File: src/rtl/srf_seq_pkg.sv
// Shared types for the self-refresh sequencer.
// Assumes: a 3-bit state code that is also driven out on state_o.
package srf_seq_pkg;

    typedef enum logic [2:0] {
        ST_ACTIVE    = 3'd0,
        ST_SRE_CMD   = 3'd1,
        ST_SRE_PIPE  = 3'd2,
        ST_RST_LOW   = 3'd3,
        ST_SLEEP     = 3'd4,
        ST_WAKE_CLK  = 3'd5,
        ST_WAKE_ACT  = 3'd6,
        ST_EXIT_WAIT = 3'd7
    } srf_state_e;

    // Pin levels produced for one state.
    typedef struct packed {
        logic cke;
        logic cs_n;
        logic ras_n;
        logic cas_n;
        logic we_n;
        logic reg_rst_n;
        logic clk_en;
        logic bus_oe;
    } srf_pins_t;

    localparam int CMD_PINS = 4;

endpackage

File: src/rtl/srf_wait_timer.sv
// Down-counting interval timer.
// Loading value N-1 makes expired rise after N cycles in the loaded state.
// Assumes: load and load_val come from the controlling state machine.
module srf_wait_timer #(
    parameter int CNT_W = 5
) (
    input  logic             clk,
    input  logic             rst_n,
    input  logic             load,
    input  logic [CNT_W-1:0] load_val,
    output logic             expired
);

    logic [CNT_W-1:0] cnt;

    // Load on a state change, otherwise count down to zero and hold.
    always_ff @(posedge clk) begin
        if (!rst_n) begin
            cnt <= '0;
        end else if (load) begin
            cnt <= load_val;
        end else if (cnt != '0) begin
            cnt <= cnt - 1'b1;
        end
    end

    // Interval over when the count has reached zero.
    assign expired = (cnt == '0);

endmodule

File: src/rtl/srf_seq_fsm.sv
// Step controller for self-refresh entry and exit.
// Accepts sleep only when operational, wake only when parked; every other
// step lasts a parameterized number of cycles timed by an external timer.
// Assumes: all wait parameters are at least 1.
module srf_seq_fsm
    import srf_seq_pkg::*;
#(
    parameter int REG_LATENCY = 1,
    parameter int T_INACT_CYC = 16,
    parameter int T_STAB_CYC  = 24,
    parameter int T_ACT_CYC   = 12,
    parameter int T_EXIT_CYC  = 10,
    parameter int CNT_W       = 5
) (
    input  logic             clk,
    input  logic             rst_n,
    input  logic             sleep_req,
    input  logic             wake_req,
    input  logic             expired,
    output srf_state_e       state,
    output logic             load,
    output logic [CNT_W-1:0] load_val,
    output logic             enter_done,
    output logic             exit_done
);

    srf_state_e st, st_nxt;

    // Timer preset for a step: its length in cycles minus one.
    function automatic logic [CNT_W-1:0] wait_len(input srf_state_e s);
        case (s)
            ST_SRE_PIPE:  wait_len = CNT_W'(REG_LATENCY - 1);
            ST_RST_LOW:   wait_len = CNT_W'(T_INACT_CYC - 1);
            ST_WAKE_CLK:  wait_len = CNT_W'(T_STAB_CYC - 1);
            ST_WAKE_ACT:  wait_len = CNT_W'(T_ACT_CYC - 1);
            ST_EXIT_WAIT: wait_len = CNT_W'(T_EXIT_CYC - 1);
            default:      wait_len = '0;
        endcase
    endfunction

    // Next step: requests in the two resting states, timer elsewhere.
    always_comb begin
        st_nxt = st;
        case (st)
            ST_ACTIVE:    if (sleep_req) st_nxt = ST_SRE_CMD;
            ST_SRE_CMD:   if (expired)   st_nxt = ST_SRE_PIPE;
            ST_SRE_PIPE:  if (expired)   st_nxt = ST_RST_LOW;
            ST_RST_LOW:   if (expired)   st_nxt = ST_SLEEP;
            ST_SLEEP:     if (wake_req)  st_nxt = ST_WAKE_CLK;
            ST_WAKE_CLK:  if (expired)   st_nxt = ST_WAKE_ACT;
            ST_WAKE_ACT:  if (expired)   st_nxt = ST_EXIT_WAIT;
            ST_EXIT_WAIT: if (expired)   st_nxt = ST_ACTIVE;
            default:                     st_nxt = ST_SLEEP;
        endcase
    end

    // Timer is reloaded on every step change.
    assign load     = (st_nxt != st);
    assign load_val = wait_len(st_nxt);

    // State register; reset parks the module.
    always_ff @(posedge clk) begin
        if (!rst_n) begin
            st <= ST_SLEEP;
        end else begin
            st <= st_nxt;
        end
    end

    // Completion pulses, aligned with the first cycle of the resting state.
    always_ff @(posedge clk) begin
        if (!rst_n) begin
            enter_done <= 1'b0;
            exit_done  <= 1'b0;
        end else begin
            enter_done <= (st == ST_RST_LOW)   && (st_nxt == ST_SLEEP);
            exit_done  <= (st == ST_EXIT_WAIT) && (st_nxt == ST_ACTIVE);
        end
    end

    assign state = st;

endmodule

File: src/rtl/srf_pin_decode.sv
// Maps the current step onto module pin levels and drive enables.
// Assumes: the state input is registered, so the outputs change once per edge.
module srf_pin_decode
    import srf_seq_pkg::*;
(
    input  srf_state_e state,
    output srf_pins_t  pins
);

    // Deselect with everything powered is the base; each step alters it.
    always_comb begin
        pins.cke       = 1'b0;
        pins.cs_n      = 1'b1;
        pins.ras_n     = 1'b1;
        pins.cas_n     = 1'b1;
        pins.we_n      = 1'b1;
        pins.reg_rst_n = 1'b1;
        pins.clk_en    = 1'b1;
        pins.bus_oe    = 1'b1;
        case (state)
            ST_ACTIVE:    pins.cke = 1'b1;
            ST_SRE_CMD: begin
                pins.cs_n  = 1'b0;
                pins.ras_n = 1'b0;
                pins.cas_n = 1'b0;
            end
            ST_SRE_PIPE:  pins.cke = 1'b0;
            ST_RST_LOW:   pins.reg_rst_n = 1'b0;
            ST_SLEEP: begin
                pins.reg_rst_n = 1'b0;
                pins.clk_en    = 1'b0;
                pins.bus_oe    = 1'b0;
            end
            ST_WAKE_CLK:  pins.reg_rst_n = 1'b0;
            ST_WAKE_ACT:  pins.reg_rst_n = 1'b1;
            ST_EXIT_WAIT: pins.cke = 1'b1;
            default: begin
                pins.reg_rst_n = 1'b0;
                pins.clk_en    = 1'b0;
                pins.bus_oe    = 1'b0;
            end
        endcase
    end

endmodule

File: src/rtl/srf_power_seq.sv
// Self-refresh entry / clock shutdown sequencer for a registered DDR module.
// Issues the entry command, waits out the register stage, resets the register,
// holds valid levels for the deactivation window, then gates clocks and
// releases the command and address bus; wake reverses the path.
// Assumes: requests synchronous to clk; all wait parameters at least 1.
module srf_power_seq
    import srf_seq_pkg::*;
#(
    parameter int REG_LATENCY = 1,
    parameter int T_INACT_CYC = 16,
    parameter int T_STAB_CYC  = 24,
    parameter int T_ACT_CYC   = 12,
    parameter int T_EXIT_CYC  = 10
) (
    input  logic                clk,
    input  logic                rst_n,
    input  logic                sleep_req,
    input  logic                wake_req,
    output logic                mem_cke,
    output logic                mem_cs_n,
    output logic                mem_ras_n,
    output logic                mem_cas_n,
    output logic                mem_we_n,
    output logic [CMD_PINS-1:0] cmd_oe,
    output logic                addr_oe,
    output logic                cke_oe,
    output logic                reg_reset_n,
    output logic                clk_en,
    output logic [2:0]          state_o,
    output logic                ready,
    output logic                enter_done,
    output logic                exit_done
);

    localparam int MAX_A    = (REG_LATENCY > T_INACT_CYC) ? REG_LATENCY : T_INACT_CYC;
    localparam int MAX_B    = (T_STAB_CYC > T_ACT_CYC) ? T_STAB_CYC : T_ACT_CYC;
    localparam int MAX_C    = (MAX_A > MAX_B) ? MAX_A : MAX_B;
    localparam int MAX_WAIT = (MAX_C > T_EXIT_CYC) ? MAX_C : T_EXIT_CYC;
    localparam int CNT_W    = (MAX_WAIT < 2) ? 1 : $clog2(MAX_WAIT);

    srf_state_e       state;
    srf_pins_t        pins;
    logic             load;
    logic [CNT_W-1:0] load_val;
    logic             expired;

    srf_seq_fsm #(
        .REG_LATENCY (REG_LATENCY),
        .T_INACT_CYC (T_INACT_CYC),
        .T_STAB_CYC  (T_STAB_CYC),
        .T_ACT_CYC   (T_ACT_CYC),
        .T_EXIT_CYC  (T_EXIT_CYC),
        .CNT_W       (CNT_W)
    ) u_fsm (
        .clk        (clk),
        .rst_n      (rst_n),
        .sleep_req  (sleep_req),
        .wake_req   (wake_req),
        .expired    (expired),
        .state      (state),
        .load       (load),
        .load_val   (load_val),
        .enter_done (enter_done),
        .exit_done  (exit_done)
    );

    srf_wait_timer #(
        .CNT_W (CNT_W)
    ) u_timer (
        .clk      (clk),
        .rst_n    (rst_n),
        .load     (load),
        .load_val (load_val),
        .expired  (expired)
    );

    srf_pin_decode u_dec (
        .state (state),
        .pins  (pins)
    );

    // Each command pin gets its own enable, all released together.
    for (genvar i = 0; i < CMD_PINS; i++) begin : g_cmd_oe
        assign cmd_oe[i] = pins.bus_oe;
    end

    assign mem_cke     = pins.cke;
    assign mem_cs_n    = pins.cs_n;
    assign mem_ras_n   = pins.ras_n;
    assign mem_cas_n   = pins.cas_n;
    assign mem_we_n    = pins.we_n;
    assign addr_oe     = pins.bus_oe;
    assign cke_oe      = 1'b1;
    assign reg_reset_n = pins.reg_rst_n;
    assign clk_en      = pins.clk_en;
    assign state_o     = state;
    assign ready       = (state == ST_ACTIVE);

endmodule

File: config.mk
export PLATFORM = sky130hd
export DESIGN_NAME = srf_power_seq
export DESIGN_NICKNAME = d
export VERILOG_FILES = /design/src/rtl/srf_seq_pkg.sv /design/src/rtl/srf_wait_timer.sv /design/src/rtl/srf_seq_fsm.sv /design/src/rtl/srf_pin_decode.sv /design/src/rtl/srf_power_seq.sv
export SDC_FILE = /design/constraint.sdc
export NUM_CORES = 1
export LEC_CHECK = 0
export ABC_CLOCK_PERIOD_IN_PS = 4500
export BUFFER_PORTS_ARGS = -buffer_cell sky130_fd_sc_hd__buf_2
export CORE_UTILIZATION = 45
export CTS_CLUSTER_DIAMETER = 80
export DETAILED_ROUTE_END_ITERATION = 16
export GPL_TIMING_DRIVEN = 0
export PLACE_DENSITY = 0.7
export SKIP_LAST_GASP = 1
export SLEW_MARGIN = 20
export SYNTH_ARGS = -nofsm -noshare
export SYNTH_HDL_FRONTEND = slang
export SYNTH_SLANG_ARGS = --single-unit
File: constraint.sdc
create_clock -name clk -period 4.5 [get_ports clk]
set_clock_uncertainty 0.1 [all_clocks]
set_input_delay 0.45 -clock clk [delete_from_list [all_inputs] [get_ports clk]]
set_output_delay 0.45 -clock clk [all_outputs]
set_load 0.05 [all_outputs]
==> results of run 1 <==
where the power goes:
| group | switching, W | internal (W) | total (W) |
|---|---|---|---|
| Combinational | 0.000262 | 0.000155 | 0.000417 |
| Sequential | 0.0000313 | 0.000114 | 0.000146 |
| Clock | 0.0000286 | 0.0000308 | 0.0000594 |
| Total | 0.000322 | 0.000300 | 0.000622 |
layout by cell type, fill, tap and decap left out, drive strengths merged, types with 2 or more instances in the layout:
master,netlist,final
buf,10,30
nor4,2,2
xor2,2,2
nand3,2,2
and3,2,2
mux2i,3,3
nor3,3,3
conb,1,2
xnor2,2,2
clkbuf,2,5
ha,2,2
a21oi,5,5
o21ai,2,2
dfxtp,10,10
inv,5,5
nor2,9,9
nand2,7,7
state kept, by name, indices dropped and copies added (netlist names):
register,count
u_fsm.enter_done,1
u_fsm.exit_done,1
u_fsm.state,3
u_timer.cnt,5
metal layers:
layer	up-vias	part of all wire	global-route usage
li1	333	-	-
met1	290	0.45	0.259
met2	28	0.47	0.355
met3	2	0.075	0.0978
met4	0	0.0067	0.0583
met5	-	0	0
layout make-up:
| cell class | instances | area, um^2 |
|---|---|---|
| Sequential cell | 10 | 200 |
| Inverter | 5 | 18.8 |
| Clock buffer | 3 | 22.5 |
| Fill cell | 126 | 526 |
| Buffer | 12 | 80.1 |
| Tap cell | 15 | 18.8 |
| Multi-Input combinational cell | 59 | 384 |
| Timing Repair Buffer | 20 | 100 |
path summary, 6_finish.rpt:
kind	startpoint	end	slack, ns
max	u_fsm.state[1]$_SDFF_PN0_	cmd_oe[3]	2.16
max reg2reg	u_timer.cnt[0]$_SDFFE_PN0P_	u_timer.cnt[0]$_SDFFE_PN0P_	2.65
min	rst_n	u_fsm.state[2]$_SDFF_PN1_	0.31
min reg2reg	u_timer.cnt[1]$_SDFFE_PN0P_	u_timer.cnt[1]$_SDFFE_PN0P_	0.48
through the flow:
step	total power (W)	hold slack [ns]
after CTS	0.000624	0.308
after detailed placement	0.000562	0.462
final	0.000622	0.314
after global placement	0.000557	0.457
after floorplan	0.000489	0.412
after global routing	0.000668	0.318
kinds of logic after synthesis:
logic type | share of synthesized area
DFF | 0.295
buffers and inverters | 0.145
xor gates and xnor gates | 0.0516
adders and majority gates | 0.0368
AOI/OAI and AO/OA | 0.158
muxes | 0.0442
other | 0.00552
and+or+nand+nor | 0.263
critical path: stages (launching register included):
cell and delay (ns):
dfxtp_1 0.39, clkbuf_1 0.38, nor2_1 0.18, nand2_1 0.20, buf_4 0.13, buf_2 0.25
==> summary.txt, run 1 <==
Clocking
  • Setup Fix Bufs, Post-CTS: 0
  • Clk sinks: 10
  • CTS Root Buffer Type: clkbuf_4
  • Post-CTS Hold Fix Bufs: 0
  • Htree depth: 1
  • Clock transition at path regs: 0.06 ns
  • Worst skew pair latency: ~0.26 ns
  • Post-CTS Resized: 0
  • Num CTS Buffers: 3
  • CTS tree: built
  • Bufs on Longest Clock Path: 2

Logic synthesis
  • Synth cell count leaders: 10 x dfxtp_1, 9 x buf_4, 9 x nor2_1
  • Count of different cell masters after synthesis: 35
  • Primary FF master, synth: dfxtp_1
  • Cell with the most instances after synthesis: dfxtp_1
  • Synthesized area: about 680 um^2
  • Share of flip-flops with an asynchronous set or reset: 0
  • Number of synthesized register bits: 10
  • Sequential area share after synthesis: 0.295
  • Post-synth EDFFs: 0
  • Area leader, netlist: dfxtp_1
  • Mean Syn Cell Area: between 7 and 8 um^2
  • Top post-synthesis cells by area: dfxtp_1 29%, buf_4 9.9%, nor2_1 5.0%
  • Top-area cell type share of the netlist area: 0.295
  • YS warnings: 0
  • Mapped Cells: between 80 and 90

Worst setup path
  • CP Max Fanout: 10
  • Worst reg-to-reg path cell count: 6
  • Kind of critical path: reg2out
  • Endpoint kind of the worst setup timing path: output port
  • WP data arrival: about 1.8 ns
  • Required time of the critical path: just under 4 ns
  • Startpoint Class: flip-flop

Layout
  • Share of layout cells above drive strength 1: 0.349
  • Final Util: 0.611
  • Final Cell Area: 825 um^2
  • Final nets: 117
  • Non-filler cells, final: between 100 and 150
  • ANT cells: 0
  • Area delta synth->final: 21.4%

Floorplanning
  • # IOs: 23
  • Die area: roughly 0.0017 mm^2
  • Die X: a little over 40 um
  • Die H: between 40 and 50 um
  • Initial core utilization: 0.503
  • Cell Rows: 13
  • Core ar.: between 0.001 and 0.0015 mm^2

Drt
  • DR pass1 iterations: 4
  • Via count: ~650
  • DRT iter0 DRCs: 16
  • Wire per inst: 12.0 um
  • Via/cell ratio: between 5 and 6
  • Final wirelength: about 1500 um
  • DRC: 0
  • Final ANT Viol Nets: 0

Pwr
  • P per Cell Area: about 750 mW/mm^2
  • LEAKAGE: about 0.41 nW
  • Peak supply drop: 389 uV

Timing
  • Worst slew margin: 0.609
  • Tcrit/Tclk final: 0.519
  • RSZ-0062 raised after global routing: no
  • Final setup fails: 0
  • Setup tns final: 0 ns
  • Setup WS post-layout: roughly 2.2 ns
  • Fin crit period: roughly 2.3 ns
  • Slew Viols, Final: 0
  • Final Hold Vio Count: 0
  • FMAX: roughly 430 MHz
  • Slew @ Worst Pin: ~0.58 ns

Global route
  • Global-route wire length before repair: roughly 2300 um
  • Number of antenna violations at the first check in global routing: 0
  • Largest net degree at the start of global routing: 11
  • Number of global-route vias before repair: roughly 540
  • GRT Total Usage: 0.219
  • Gr ovfl total: 0

Min path
  • WHS Path Cells: 2
  • Min-Delay Path Class: in2reg

Flow run
  • MaxCap Viol Count: 0

Placed design
  • Hpwl dp: 1130 um
  • GP Congestion: a little over 0.8
  • Buffers added on ports: 20
  • Dpl cells: 121
  • Placed Area: between 800 and 900 um^2
  • Place WS: ~2.5 ns

Outcome
  • Status: completed
(Power assumes the default switching activity.)
==> run 2, diff against run 1 <==
--- a/config.mk
+++ b/config.mk
@@ -5,7 +5,7 @@
 export SDC_FILE = /design/constraint.sdc
 export NUM_CORES = 1
 export LEC_CHECK = 0
-export ABC_CLOCK_PERIOD_IN_PS = 4500
+export ABC_CLOCK_PERIOD_IN_PS = 2270
 export BUFFER_PORTS_ARGS = -buffer_cell sky130_fd_sc_hd__buf_2
 export CORE_UTILIZATION = 45
 export CTS_CLUSTER_DIAMETER = 80
==> constraint.sdc (replaced) <==
create_clock -name clk -period 2.27 [get_ports clk]
set_clock_uncertainty 0.1 [all_clocks]
set_input_delay 0.227 -clock clk [delete_from_list [all_inputs] [get_ports clk]]
set_output_delay 0.227 -clock clk [all_outputs]
set_load 0.05 [all_outputs]
==> summary.txt, run 2 (synthesized netlist as in run 1, its figures left out) <==
Timing
  • Final Hold Vio Count: 0
  • Setup tns final: 0 ns
  • Slew @ Worst Pin: 0.607 ns
  • FMAX: between 400 and 500 MHz
  • Fin crit period: between 2 and 2.5 ns
  • Worst slew margin: 0.594
  • RSZ-0062 raised after global routing: no
  • Final setup fails: 0
  • Slew Viols, Final: 0
  • Tcrit/Tclk final: 0.934

Drt
  • DR pass1 iterations: 4
  • Wire per inst: ~12 um
  • DRC: 0
  • Via count: roughly 660
  • DRT iter0 DRCs: 18
  • Final wirelength: 1510 um
  • Via/cell ratio: around 5.3
  • Final ANT Viol Nets: 0

Worst setup path
  • Reg2reg end: u_timer.cnt[0]$_SDFFE_PN0P_
  • WP data arrival: ~1.8 ns
  • Worst R2R Setup Slack: ~0.40 ns
  • Slowest cell on the critical path: clkbuf_1
  • Required time of the critical path: a little under 2 ns
  • CP Max Fanout: 10
  • Slowest stage delay, CP: between 0.3 and 0.4 ns
  • CP delay by family, top: buffers and inverters
  • Crit path buffers/inverters: 3
  • CP Cell Sequence: clkbuf_1 > nor2_1 > nand2_1 > buf_4 > buf_2
  • Startpoint Class: flip-flop
  • RR Startpoint: u_timer.cnt[0]$_SDFFE_PN0P_
  • Kind of critical path: reg2out
  • Worst reg-to-reg path cell count: 6
  • Endpoint kind of the worst setup timing path: output port

Clocking
  • Post-CTS Resized: 0
  • CTS tree: built
  • CTS Root Buffer Type: clkbuf_4
  • Clock transition at path regs: roughly 0.060 ns
  • Clk sinks: 10
  • Worst skew pair latency: ~0.26 ns
  • Bufs on Longest Clock Path: 2
  • Htree depth: 1
  • Post-CTS Hold Fix Bufs: 0
  • Num CTS Buffers: 3
  • Setup Fix Bufs, Post-CTS: 0

Floorplanning
  • Initial core utilization: 0.503
  • Die area: between 0.0015 and 0.002 mm^2
  • Die H: about 40 um
  • # IOs: 23
  • Cell Rows: 13
  • Core ar.: approximately 0.0014 mm^2
  • Die X: 40.9 um

Layout
  • Share of layout cells above drive strength 1: 0.358
  • Max reg flops: 5
  • Commonest non-fill, non-tap cell in the layout: buf_2
  • Filler Cells Inserted: 133
  • Final nets: about 120
  • Area delta synth->final: 21.7%
  • Biggest register: u_timer.cnt
  • Most frequent cells in the layout: 21 x buf_2, 10 x dfxtp_1, 9 x buf_4
  • ANT cells: 0

Pwr
  • LEAKAGE: between 0.4 and 0.5 nW
  • Total power: 0.00123 W
  • P per Cell Area: roughly 1500 mW/mm^2
  • Peak supply drop: roughly 630 uV

Global route
  • Global-route wire length before repair: between 2000 and 2500 um
  • Number of antenna violations at the first check in global routing: 0
  • Number of global-route vias before repair: ~490
  • Largest net degree at the start of global routing: 11
  • GRT Total Usage: 0.212
  • Gr ovfl total: 0

Min path
  • Hold Startpoint: rst_n
  • WHS Path Cells: 2
  • Min-Delay Path Class: in2reg
  • Worst Hold Endpoint: u_fsm.state[2]$_SDFF_PN1_

Placed design
  • Hpwl dp: about 1100 um
  • Buffers added on ports: 20
  • GP Congestion: around 0.84

Outcome
  • Status: completed

Flow run
  • MaxCap Viol Count: 0
==> run 2: cell counts in the layout (fill, tap and decap cells not counted) <==
Identical to the previous run, type by type.
==> run 2: worst reg2reg max path, stage by stage, from the launching register on <==
cell,delay (ns)
dfxtp_1,0.33
inv_1,0.08
ha_1,0.19
nor4b_4,0.53
nand2_2,0.12
a221o_1,0.31
a21oi_1,0.13
==> run 2: worst max-delay path by stage <==
stage,start,endpoint,cells past startpoint
after floorplan,u_fsm.state[1]$_SDFF_PN0_,mem_cke,3
after global placement,u_timer.cnt[0]$_SDFFE_PN0P_,u_timer.cnt[0]$_SDFFE_PN0P_,6
after detailed placement,u_timer.cnt[0]$_SDFFE_PN0P_,u_timer.cnt[0]$_SDFFE_PN0P_,6
after CTS,u_fsm.state[1]$_SDFF_PN0_,cmd_oe[2],5
after global routing,u_fsm.state[1]$_SDFF_PN0_,cmd_oe[2],5
final,u_fsm.state[1]$_SDFF_PN0_,cmd_oe[2],5
==> run 2: layout make-up <==
cell class	instances	area, um^2	share of cell area
plain buffers	12	80.1	0.0968
clock buffers	3	22.5	0.0272
inverters	5	18.8	0.0227
multi-input cells	59	387	0.467
flip-flops and latches	10	200	0.242
well taps	15	18.8	0.0227
repair buffers	20	100	0.121
==> run 2: metal layers <==
layer,vias to the layer above,share of wire,global-route usage
met3,0,0.060,0.0978
met1,306,0.49,0.277
met5,-,0,0
met4,0,0,0.0750
met2,22,0.45,0.301
li1,333,-,-
==> run 2: stage by stage <==
| step | utilization | hold WS, ns | std cells | area, um^2 | setup slack (ns) |
|---|---|---|---|---|---|
| after global placement | 0.596 | 0.354 | 121 | 805 | 0.447 |
| after detailed placement | 0.596 | 0.358 | 121 | 805 | 0.408 |
| after global routing | 0.613 | 0.0750 | 124 | 827 | 0.0115 |
| after floorplan | - | 0.189 | 86 | 686 | 0.0622 |
| final | 0.613 | 0.0893 | 124 | 827 | 0.150 |
| after CTS | 0.613 | 0.0832 | 124 | 827 | 0.148 |
==> run 2: report_power, final <==
| group | leakage (nW) | internal (W) | switching [W] | total (W) |
|---|---|---|---|---|
| combinational | 0.314 | 0.000306 | 0.000525 | 0.000831 |
| clock | 0.0138 | 0.0000611 | 0.0000574 | 0.000119 |
| sequential | 0.0824 | 0.000226 | 0.0000589 | 0.000285 |
| total | 0.410 | 0.000593 | 0.000641 | 0.00123 |
==> run 3, diff against run 2 <==
--- a/config.mk
+++ b/config.mk
@@ -7,6 +7,7 @@
 export LEC_CHECK = 0
 export ABC_CLOCK_PERIOD_IN_PS = 2270
 export BUFFER_PORTS_ARGS = -buffer_cell sky130_fd_sc_hd__buf_2
+export CORE_ASPECT_RATIO = 0.9
 export CORE_UTILIZATION = 45
 export CTS_CLUSTER_DIAMETER = 80
 export DETAILED_ROUTE_END_ITERATION = 16
==> summary.txt, run 3 (synthesized netlist as in run 1, its figures left out) <==
Clocking
  • Clock transition at path regs: ~0.070 ns
  • CTS Root Buffer Type: clkbuf_4
  • Num CTS Buffers: 3
  • CTS tree: built
  • Worst skew pair latency: between 0.2 and 0.3 ns
  • Bufs on Longest Clock Path: 2
  • Setup Fix Bufs, Post-CTS: 0
  • Htree depth: 1
  • Clk sinks: 10

Timing
  • RSZ-0062 raised after global routing: no
  • FMAX: roughly 480 MHz
  • Hold slack: approximately 0.084 ns
  • Final Hold Vio Count: 0
  • Setup tns final: 0 ns
  • Worst slew margin: 0.567
  • Slew @ Worst Pin: between 0.6 and 0.7 ns
  • Final setup fails: 0
  • Slew Viols, Final: 0
  • Fin crit period: about 2.1 ns
  • Tcrit/Tclk final: 0.913

Layout
  • Biggest register: u_timer.cnt
  • Final nets: 117
  • Final Cell Area: about 830 um^2
  • Most frequent cells in the layout: 21 x buf_2, 10 x dfxtp_1, 9 x buf_4
  • Share of layout cells above drive strength 1: 0.367
  • Max reg flops: 5
  • Commonest non-fill, non-tap cell in the layout: buf_2
  • Area delta synth->final: 21.7%
  • Final Util: 0.626
  • Filler Cells Inserted: 136
  • ANT cells: 0

Worst setup path
  • Required time of the critical path: 1.94 ns
  • Startpoint Class: flip-flop
  • Kind of critical path: reg2out
  • Worst reg-to-reg path cell count: 6
  • Reg2reg end: u_timer.cnt[0]$_SDFFE_PN0P_
  • Endpoint kind of the worst setup timing path: output port
  • WP data arrival: 1.75 ns
  • RR Startpoint: u_timer.cnt[0]$_SDFFE_PN0P_
  • Worst R2R Setup Slack: 0.34 ns
  • CP Max Fanout: 10

Floorplanning
  • Core ar.: 0.00132 mm^2
  • Die area: around 0.0017 mm^2
  • Die X: 43.0 um
  • Initial core utilization: 0.514
  • Cell Rows: 12
  • Die H: 38.9 um
  • # IOs: 23

Drt
  • Final wirelength: ~1600 um
  • Met2 WL: 729 um
  • Met1 Wirelength: 731 um
  • Via count: approximately 650
  • Routed wl met3: 92 um
  • DRT iter0 DRCs: 22
  • Wire per inst: roughly 13 um
  • Final ANT Viol Nets: 0
  • DR pass1 iterations: 4
  • Highest Signal Layer: met4
  • Via/cell ratio: ~5.3
  • DRC: 0

Flow run
  • MaxCap Viol Count: 0

Pwr
  • LEAKAGE: 0.413 nW
  • Peak supply drop: around 750 uV
  • P per Cell Area: 1510 mW/mm^2

Global route
  • Gr ovfl total: 0
  • Largest net degree at the start of global routing: 11
  • Number of antenna violations at the first check in global routing: 0
  • Global-route wire length before repair: around 2400 um
  • GRT Total Usage: 0.205
  • Number of global-route vias before repair: between 500 and 600

Min path
  • Hold Startpoint: rst_n
  • WHS Path Cells: 2
  • Min-Delay Path Class: in2reg
  • Worst Hold Endpoint: u_fsm.state[2]$_SDFF_PN1_

Placed design
  • Placed Area: approximately 800 um^2
  • Buffers added on ports: 20
  • GP Congestion: between 0.8 and 0.9
  • Hpwl dp: between 1000 and 1500 um

Outcome
  • Status: completed
run 3: report_power, final:
part	total [W]	switching, W	internal (W)
Clock	0.000126	0.0000649	0.0000615
Sequential	0.000285	0.0000591	0.000226
Combinational	0.000836	0.000530	0.000307
Total	0.00125	0.000653	0.000595
run 3: final cells by class:
type,instances,area [um^2],share of cell area
multi-input combinational,59,387,0.467
tap,14,17.5,0.0212
buffer,12,81.3,0.0983
clock buffer,3,22.5,0.0272
timing repair buffer,20,100,0.121
sequential,10,200,0.242
inverter,5,18.8,0.0227
run 3: how the worst max path moves through the flow:
stage                                start                          end  slack [ns]
6_report         u_fsm.state[0]$_SDFF_PN0_                    cmd_oe[0]        0.20
4_1_cts          u_fsm.state[1]$_SDFF_PN0_                    cmd_oe[2]        0.14
5_1_grt          u_fsm.state[0]$_SDFF_PN0_                    cmd_oe[0]        0.04
2_1_floorplan    u_fsm.state[1]$_SDFF_PN0_                      mem_cke        0.06
3_3_place_gp   u_timer.cnt[0]$_SDFFE_PN0P_  u_timer.cnt[0]$_SDFFE_PN0P_        0.43
3_5_place_dp   u_timer.cnt[0]$_SDFFE_PN0P_  u_timer.cnt[0]$_SDFFE_PN0P_        0.36
run 3: through the flow:
stage          setup WS (ns)  total power, W  cells
2_1_floorplan         0.0622        0.000970     86
3_5_place_dp           0.363         0.00112    120
4_1_cts                0.145         0.00125    123
6_report               0.198         0.00125    123
5_1_grt               0.0374         0.00133    123
3_3_place_gp           0.429         0.00111    120
run 3: layer usage:
metal,vias up,track usage
li1,335,-
met1,294,0.263
met2,22,0.337
met3,3,0.0841
met4,0,0.0227
met5,-,0
run 3: repair_timing:
| action | 4_1_cts | 5_1_grt |
|---|---|---|
| endpoints found under the setup margin | 0 | 5 |
| hold buffers | 0 | 0 |
| gates resized for setup | 0 | 2 |
run 3: worst max-delay path, stage by stage, from the launching register on:
cell and delay (ns):
dfxtp_1 0.35, clkbuf_1 0.35, nor2_1 0.18, nand2_1 0.21, buf_4 0.14, buf_2 0.25
